<file path="src/rtl/arb_pkg.sv">
// Package: shared response encoding for the split-aware arbiter.
// Assumes the two-bit slave response code of a pipelined system bus.
package arb_pkg;
    typedef enum logic [1:0] {
        RSP_OKAY  = 2'b00,
        RSP_ERROR = 2'b01,
        RSP_RETRY = 2'b10,
        RSP_SPLIT = 2'b11
    } rsp_code_t;
endpackage

</file>
<file path="src/rtl/prio_pick.sv">
// Module: prio_pick
// Finds the lowest set index of a request vector (index 0 wins).
// Purely combinational; 'found' is low when the vector is all zero,
// in which case 'idx' is 0.
module prio_pick #(
    parameter int WIDTH = 4,
    parameter int IW    = 2
) (
    input  logic [WIDTH-1:0] vec,
    output logic [IW-1:0]    idx,
    output logic             found
);
    // Scan from the top down so the lowest set bit is written last.
    always_comb begin
        idx   = '0;
        found = 1'b0;
        for (int i = WIDTH - 1; i >= 0; i--) begin
            if (vec[i]) begin
                idx   = IW'(i);
                found = 1'b1;
            end
        end
    end
endmodule

</file>
<file path="src/rtl/split_mask.sv">
// Module: split_mask
// Keeps one "parked" bit per master. A SPLIT response on a ready-high
// edge sets the bit of the data-phase master; a resume bit clears it,
// and a clear overrides a set in the same cycle. mask_nxt is exported
// so that arbitration at the same edge already sees the update.
// Assumes dphase_id < WIDTH.
module split_mask #(
    parameter int WIDTH = 4,
    parameter int IW    = 2
) (
    input  logic             clk,
    input  logic             rst_n,
    input  logic             bus_ready,
    input  logic [1:0]       slv_resp,
    input  logic [IW-1:0]    dphase_id,
    input  logic [WIDTH-1:0] split_resume,
    output logic [WIDTH-1:0] mask_nxt,
    output logic [WIDTH-1:0] mask_q
);
    import arb_pkg::*;

    logic             split_hit;
    logic [WIDTH-1:0] set_vec;

    // Detect a completing SPLIT response.
    always_comb split_hit = bus_ready && (rsp_code_t'(slv_resp) == RSP_SPLIT);

    // One-hot set vector for the data-phase master; resume clears last.
    always_comb begin
        set_vec = '0;
        if (split_hit) set_vec[dphase_id] = 1'b1;
        mask_nxt = (mask_q | set_vec) & ~split_resume;
    end

    // Parked-master register.
    always_ff @(posedge clk) begin
        if (!rst_n) mask_q <= '0;
        else        mask_q <= mask_nxt;
    end

    // a completing SPLIT without resume parks the data-phase master.
    a_r6_split_parks: assert property (@(posedge clk) disable iff (!rst_n)
        (split_hit && !split_resume[dphase_id]) |=> mask_q[$past(dphase_id)]);

    // any resumed master is unparked after the edge.
    a_r8_resume_wins: assert property (@(posedge clk) disable iff (!rst_n)
        (|split_resume) |=> ((mask_q & $past(split_resume)) == '0));

    // no new parked bit appears without a completing SPLIT.
    a_r9_no_park_otherwise: assert property (@(posedge clk) disable iff (!rst_n)
        !split_hit |=> ((mask_q & ~$past(mask_q)) == '0));
endmodule

</file>
<file path="src/rtl/split_prio_arbiter.sv">
// Module: split_prio_arbiter (top)
// Central fixed-priority arbiter (master 0 highest) for up to 16 masters.
// Masters parked by a SPLIT response are skipped until resumed. Ownership
// moves only on a ready-high edge; with no eligible requester master 0
// is the default owner. Assumes 1 <= NUM_MASTERS <= 16.
module split_prio_arbiter #(
    parameter int NUM_MASTERS = 4
) (
    input  logic                                             clk,
    input  logic                                             rst_n,
    input  logic [NUM_MASTERS-1:0]                           mst_req,
    input  logic                                             bus_ready,
    input  logic [1:0]                                       slv_resp,
    input  logic [NUM_MASTERS-1:0]                           split_resume,
    output logic [NUM_MASTERS-1:0]                           mst_grant,
    output logic [(NUM_MASTERS > 1 ? $clog2(NUM_MASTERS) : 1)-1:0] owner_id
);
    localparam int IW = (NUM_MASTERS > 1) ? $clog2(NUM_MASTERS) : 1;

    logic [IW-1:0]          dphase_q;
    logic [NUM_MASTERS-1:0] mask_nxt;
    logic [NUM_MASTERS-1:0] mask_q;
    logic [NUM_MASTERS-1:0] eligible;
    logic [IW-1:0]          win_idx;
    logic                   win_found;
    logic [IW-1:0]          next_owner;
    logic [NUM_MASTERS-1:0] next_grant;

    split_mask #(.WIDTH(NUM_MASTERS), .IW(IW)) u_mask (
        .clk          (clk),
        .rst_n        (rst_n),
        .bus_ready    (bus_ready),
        .slv_resp     (slv_resp),
        .dphase_id    (dphase_q),
        .split_resume (split_resume),
        .mask_nxt     (mask_nxt),
        .mask_q       (mask_q)
    );

    // Requests from masters that will not be parked after this edge.
    always_comb eligible = mst_req & ~mask_nxt;

    prio_pick #(.WIDTH(NUM_MASTERS), .IW(IW)) u_pick (
        .vec   (eligible),
        .idx   (win_idx),
        .found (win_found)
    );

    // Winner, or master 0 as default owner.
    always_comb begin
        next_owner = win_found ? win_idx : '0;
        next_grant = '0;
        next_grant[next_owner] = 1'b1;
    end

    // Ownership and data-phase tracking, advanced only when ready is high.
    always_ff @(posedge clk) begin
        if (!rst_n) begin
            owner_id  <= '0;
            mst_grant <= NUM_MASTERS'(1);
            dphase_q  <= '0;
        end else if (bus_ready) begin
            owner_id  <= next_owner;
            mst_grant <= next_grant;
            dphase_q  <= owner_id;
        end
    end

    // exactly one grant, matching the owner number.
    a_r2_one_grant: assert property (@(posedge clk) disable iff (!rst_n)
        ($countones(mst_grant) == 1) && mst_grant[owner_id]);

    // a stalled bus keeps its owner.
    a_r3_hold_on_stall: assert property (@(posedge clk) disable iff (!rst_n)
        !bus_ready |=> ($stable(owner_id) && $stable(mst_grant)));

    // when someone eligible requests, the grant lands on one of them.
    a_r4_grant_eligible: assert property (@(posedge clk) disable iff (!rst_n)
        (bus_ready && (|eligible)) |=> ((mst_grant & $past(eligible)) != '0));

    // nobody eligible means master 0 owns the bus.
    a_r5_default_owner: assert property (@(posedge clk) disable iff (!rst_n)
        (bus_ready && !(|eligible)) |=> (owner_id == '0));
endmodule

</file>
<file path="config.mk">
export PLATFORM = sky130hd
export DESIGN_NAME = split_prio_arbiter
export DESIGN_NICKNAME = d
export VERILOG_FILES = /design/src/rtl/arb_pkg.sv /design/src/rtl/prio_pick.sv /design/src/rtl/split_mask.sv /design/src/rtl/split_prio_arbiter.sv
export SDC_FILE = /design/constraint.sdc
export NUM_CORES = 1
export LEC_CHECK = 0
export BUFFER_PORTS_ARGS = -buffer_cell sky130_fd_sc_hd__buf_2
export CELL_PAD_IN_SITES_DETAIL_PLACEMENT = 0
export CELL_PAD_IN_SITES_GLOBAL_PLACEMENT = 2
export CORE_MARGIN = 4
export CORE_UTILIZATION = 28
export CTS_CLUSTER_SIZE = 40
export DETAILED_ROUTE_END_ITERATION = 8
export GPL_TIMING_DRIVEN = 0
export HOLD_SLACK_MARGIN = 0.03
export PLACE_DENSITY_LB_ADDON = 0.12
export SLEW_MARGIN = 5
export SYNTH_ARGS = -nofsm -noshare
export SYNTH_HDL_FRONTEND = slang
export SYNTH_SLANG_ARGS = --single-unit
</file>
<file path="constraint.sdc">
create_clock -name clk -period 1.85 [get_ports clk]
set_input_delay 0.185 -clock clk [delete_from_list [all_inputs] [get_ports clk]]
set_output_delay 0.185 -clock clk [all_outputs]
set_load 0.02 [all_outputs]
</file>
# --- Yosys cells after proc, flatten, opt, wreduce, memory -nomap -nowiden ---
# Cells that the tools add are included.
classes:
  n_lt_le_gt_ge: 4
  n_eq_ne: 1
  n_mux: 14
  n_bitwise: 5
  n_reduce_logical: 3
op_table:
  columns: ["operator", "n"]
  rows:
  - ["$mux 2", 5]
  - ["$and 4x4->4", 2]
  - ["$not 4->4", 2]
  - ["$lt 2x3->1 const B", 2]
  - ["$mux 1", 6]
  - ["$demux 1 s2", 2]
  - ["$ge 2x1->1 const B", 2]
  - ["$mux 4", 1]
  - ["$or 4x4->4", 1]
  - ["$logic_and 1x1->1", 3]
  - ["$eq 2x2->1 const B", 1]
word_totals:
  ff_bits: 12
  output_inout_bits: 6

# --- Logic depth before layout (Yosys ltp) ---
depth:
  ltp_word: 18
  ltp_mapped: 6

# --- Hierarchy ---
# From an unflattened synthesis, not the netlist that was laid out.
unflattened:
  hier_cells: 67
  hier_area_um2: 606.8
by_module_without_submodules:
  columns: ["mod", "n_inst", "cells_each", "area_each_um2", "seq_area_each_um2"]
  rows:
  - ["split_prio_arbiter", 1, 35, 352.8, 160.2]
  - ["split_mask", 1, 25, 219.0, 80.1]
  - ["prio_pick", 1, 7, 35.0, 0.0]

# --- Worst setup path before layout ---
# OpenSTA, ideal clock, no wires.
synth_path:
  kind: "register to register"
  start: "reg dphase_q[0]"
  end: "reg owner_id[0] (netlist name)"
  setup_time_ns: 0.120
  t_arrival_ns: 1.179
  required_time_ns: 1.730
  path_slack_ns: 0.551
  path_stages_with_launch: 6
  path_buffers: 0
  synth_period_minus_slack_ns: 1.299
  cell_sequence: "dfxtp_1 -> inv_2 -> o311a_1 -> clkinv_1 -> a2bb2oi_1 -> o21ai_1"
synth_via:
  elab_chain_len: 14
  word_cells_on_any_way: 19
synth_lines:
  columns: ["item", "line_no", "text"]
  rows:
  - ["from (decl)", "split_prio_arbiter.sv:20", "logic [IW-1:0] dphase_q;"]
  - ["from (signal assigned)", "split_prio_arbiter.sv:65", "dphase_q <= owner_id;"]
  - ["$lt 2x3->1 (not written as such) / $ge 2x1->1 (equally long branches)", "split_mask.sv:31", "if (split_hit) set_vec[dphase_id] = 1'b1;"]
  - ["$logic_and 1x1->1 (not written as such)", "split_mask.sv:31", null]
  - ["$mux 1 (not written as such)", "split_mask.sv:31", null]
  - ["$demux 1 s2 (*)", null, null]
  - ["$mux 4 (*)", "split_mask.sv:31", null]
  - ["$or 4x4->4 (*)", "split_mask.sv:32", "mask_nxt = (mask_q | set_vec) & ~split_resume;"]
  - ["$and 4x4->4 (*)", "split_mask.sv:32", null]
  - ["$not 4->4 (*)", "split_prio_arbiter.sv:41", "always_comb eligible = mst_req & ~mask_nxt;"]
  - ["$and 4x4->4 (*)", "split_prio_arbiter.sv:41", null]
  - ["$mux 2 / $mux 1 (equally long branches) (4 in series)", "prio_pick.sv:18", "if (vec[i]) begin"]
  - ["$mux 2 (*)", "split_prio_arbiter.sv:51", "next_owner = win_found ? win_idx : '0;"]
  - ["to (signal assigned)", "split_prio_arbiter.sv:63", "owner_id <= next_owner;"]
  - ["to (decl)", "split_prio_arbiter.sv:16", "output logic [(NUM_MASTERS > 1 ? $clog2(NUM_MASTERS) : 1)-1:0] owner_id"]
# Mark *: on every way between the ends. The rest lies on a longest branch, timed or not.
# A chain may end at the register's enable or synchronous reset.

# --- Worst setup path in the final report ---
# Same ends and word-level chain as after synthesis.

==> results.py <==
metrics = {
    "worst_setup_path": {
        "crit_buf_inv": 2,
        "cp_data_required_time_ps": 2010,
        "max_stage_delay_ps": 510,
        "critical_path_class": "flop to flop",
        "cp.arrival_ps": 1620,
        "crit_path_start_kind": "flop",
        "cp-end-kind": "flop",
        "crit_family": "compound AO/OA/AOI/OAI gates",
        "crit_cells": 5,
        "cp_max_fo": 7,
        "rr_worst_depth": 5,
        "slowest_stage": "dfxtp_1",
        "critical_path.cell_chain": "inv_2 -> o311a_1 -> clkinv_1 -> a2bb2oi_1 -> o21ai_1",
    },
    "placed_design": {
        "dpl.cell_count": 108,
        "io_buffers": 17,
        "gp_congestion": 0.666,
        "place_ws_ps": 382,
        "dp_hpwl_um": 1090,
    },
    "floorplan": {
        "start_util": 0.304,
        "die-area_mm2": 0.00303,
        "fp-row-count": 16,
        "pin_count": 19,
        "die_h_um": 55.1,
        "core_area_mm2": 0.00204,
        "die-width_um": 55.1,
    },
    "global_route": {
        "grt_pass1_vias": 544,
        "antenna_found_initial": 0,
        "track_usage": 0.114,
        "grt_overflow": 0,
        "grt_pass1_wl_um": 2430,
        "grt_max_degree": 11,
    },
    "detailed_routing": {
        "drt_iter0_markers": 4,
        "wl_per_cell_um": 12.2,
        "drc": 0,
        "dr.pass1.iters": 4,
        "num_vias": 531,
        "via_per_inst": 4.78,
        "routed_wl_um": 1350,
        "ant_nets": 0,
    },
    "worst_hold_path": {
        "hp-class": "input port to flop",
        "min_path_cells": 2,
    },
    "yosys": {
        "synth_nets": 77,
        "synth_cell_types": 32,
        "ys_seq_area_frac": 0.387,
        "mappedNetlistArea_um2": 621,
        "yosys.area.top_type_share": 0.387,
        "ys_top_cells_by_area": "dfxtp_1, a21oi_1, nor3b_1",
        "postSynthCellCount": 64,
        "ys_ff_latch": 12,
        "ys_warn_count": 0,
        "syn_area_per_cell_um2": 9.70,
        "synth_top_area_cell": "dfxtp_1",
    },
    "sta": {
        "setup_tns_ps": 0,
        "finalCritPeriodShare": 0.793,
        "rsz0062_at_grt": "no",
        "drv_slew": 0,
        "slew_headroom": 0.670,
        "max_slew.worst_pin.slew_ps": 489,
        "fin_hold_ws_ps": 104,
        "fin_worst_skew_ps": 3.34,
        "fin_ws_ps": 384,
        "setup_violations": 0,
        "hold_viol": 0,
        "timing.fmax_mhz": 682,
        "fin_crit_ps": 1470,
    },
    "power_and_ir_drop": {
        "leakage_nw": 0.316,
        "p_per_area_mw_per_mm2": 670,
        "peakVddDrop_v": 0.000396,
    },
    "clock_tree": {
        "htree_levels": 1,
        "cts_inserted_buffers": 3,
        "path_clk_slew_ps": 70,
        "cts_setup_buffers": 0,
        "cts_sinks": 12,
        "clkLatencyLatePin_ps": 260,
        "cts_buffer_depth": 2,
        "cts_hold_buf": 0,
        "cts_tree": "built",
        "cts_resized": 0,
        "root_buffer": "clkbuf_4",
    },
    "final_layout": {
        "stdcell_count": 111,
        "final_nets": 99,
        "synthToLayoutAreaGrowth_pct": 22.8,
        "drive_gt1_frac": 0.321,
        "fill_cells": 232,
        "antennaDiodeCount": 0,
    },
    "flow_run": {
        "cap_viol_max_count": 0,
    },
    "outcome": {
        "status": "completed",
    },
}
[stage by stage]
stage                     power [mW]  cell area, um2   util
after CTS                      0.526             762  0.373
final                          0.511             762  0.373
after global routing           0.549             762  0.373
after global placement         0.365             739  0.362
after detailed placement       0.366             739  0.362
after floorplan                0.330             621      -
[worst paths after layout]
path	startpoint	to	slack (ps)
worst min-delay path	split_resume[1]	u_mask.mask_q[1]$_SDFF_PN0_	100
worst max-delay path	dphase_q[0]$_SDFFE_PN0P_	owner_id[0]$_SDFFE_PN0P_	380
worst max register to register	dphase_q[0]$_SDFFE_PN0P_	owner_id[0]$_SDFFE_PN0P_	380
worst min register to register	mst_grant[3]$_SDFFE_PN0P_	mst_grant[3]$_SDFFE_PN0P_	460
[per-layer routing]
| layer | track usage | up-vias | part of all wire | wire [um] |
|---|---|---|---|---|
| met1 | 0.135 | 235 | 0.48 | 642 |
| li1 | - | 278 | - | - |
| met2 | 0.185 | 16 | 0.44 | 592 |
| met3 | 0.0483 | 2 | 0.075 | 101 |
| met5 | 0 | - | 0 | 0 |
| met4 | 0.0364 | 0 | 0.0096 | 13 |
[synth_stat cells (all sizes together)]
library cell	count
dfxtp	12
a21oi	6
inv	6
o21ai	5
nor3b	4
nand2b	3
nor2	3
a22o	2
mux2i	2
nand3	2
nor2b	2
a21boi	1
a21o	1
a22oi	1
a2bb2oi	1
a32o	1
and2b	1
and3	1
and4	1
buf	1
clkinv	1
nand2	1
nand4	1
nand4b	1
o22ai	1
o311a	1
o311ai	1
o31ai	1
[logic make-up after synthesis]
group / after synthesis / synth area share
flops: 12 / 0.387
mux: 2 / 0.0323
compound gates: 22 / 0.272
buf+inv: 8 / 0.0605
simple gates: 20 / 0.248
[cells in the final DEF (no fill, tap or decap), types with 2 or more instances in the layout]
cell and n:
buf_2 17, dfxtp_1 12, a21oi_1 6, inv_1 5, nor3b_1 4, o21ai_0 4
nand2b_1 3, clkbuf_4 3, nor2_1 2, a22o_1 2, mux2i_1 2, nor2b_1 2
[where the power goes]
| part | internal (mW) | total [mW] | switching (mW) |
|---|---|---|---|
| logic | 0.0375 | 0.0859 | 0.0484 |
| registers | 0.267 | 0.273 | 0.00631 |
| clock network | 0.0752 | 0.152 | 0.0770 |
| total | 0.379 | 0.511 | 0.132 |
[registers in the layout (all words and copies together), names as in the netlist]
name	count
dphase_q	2
owner_id	2
u_mask.mask_q	4
mst_grant	4
[final cells by class]
| type | count | area (um2) | share of cell area |
|---|---|---|---|
| multi-input combinational | 44 | 343 | 0.450 |
| tap | 27 | 33.8 | 0.0443 |
| timing repair buffer | 17 | 85.1 | 0.112 |
| clock buffer | 3 | 22.5 | 0.0296 |
| inverter | 7 | 26.3 | 0.0345 |
| sequential | 12 | 240 | 0.315 |
| buffer | 1 | 11.3 | 0.0148 |
(Power assumes the default switching activity.)
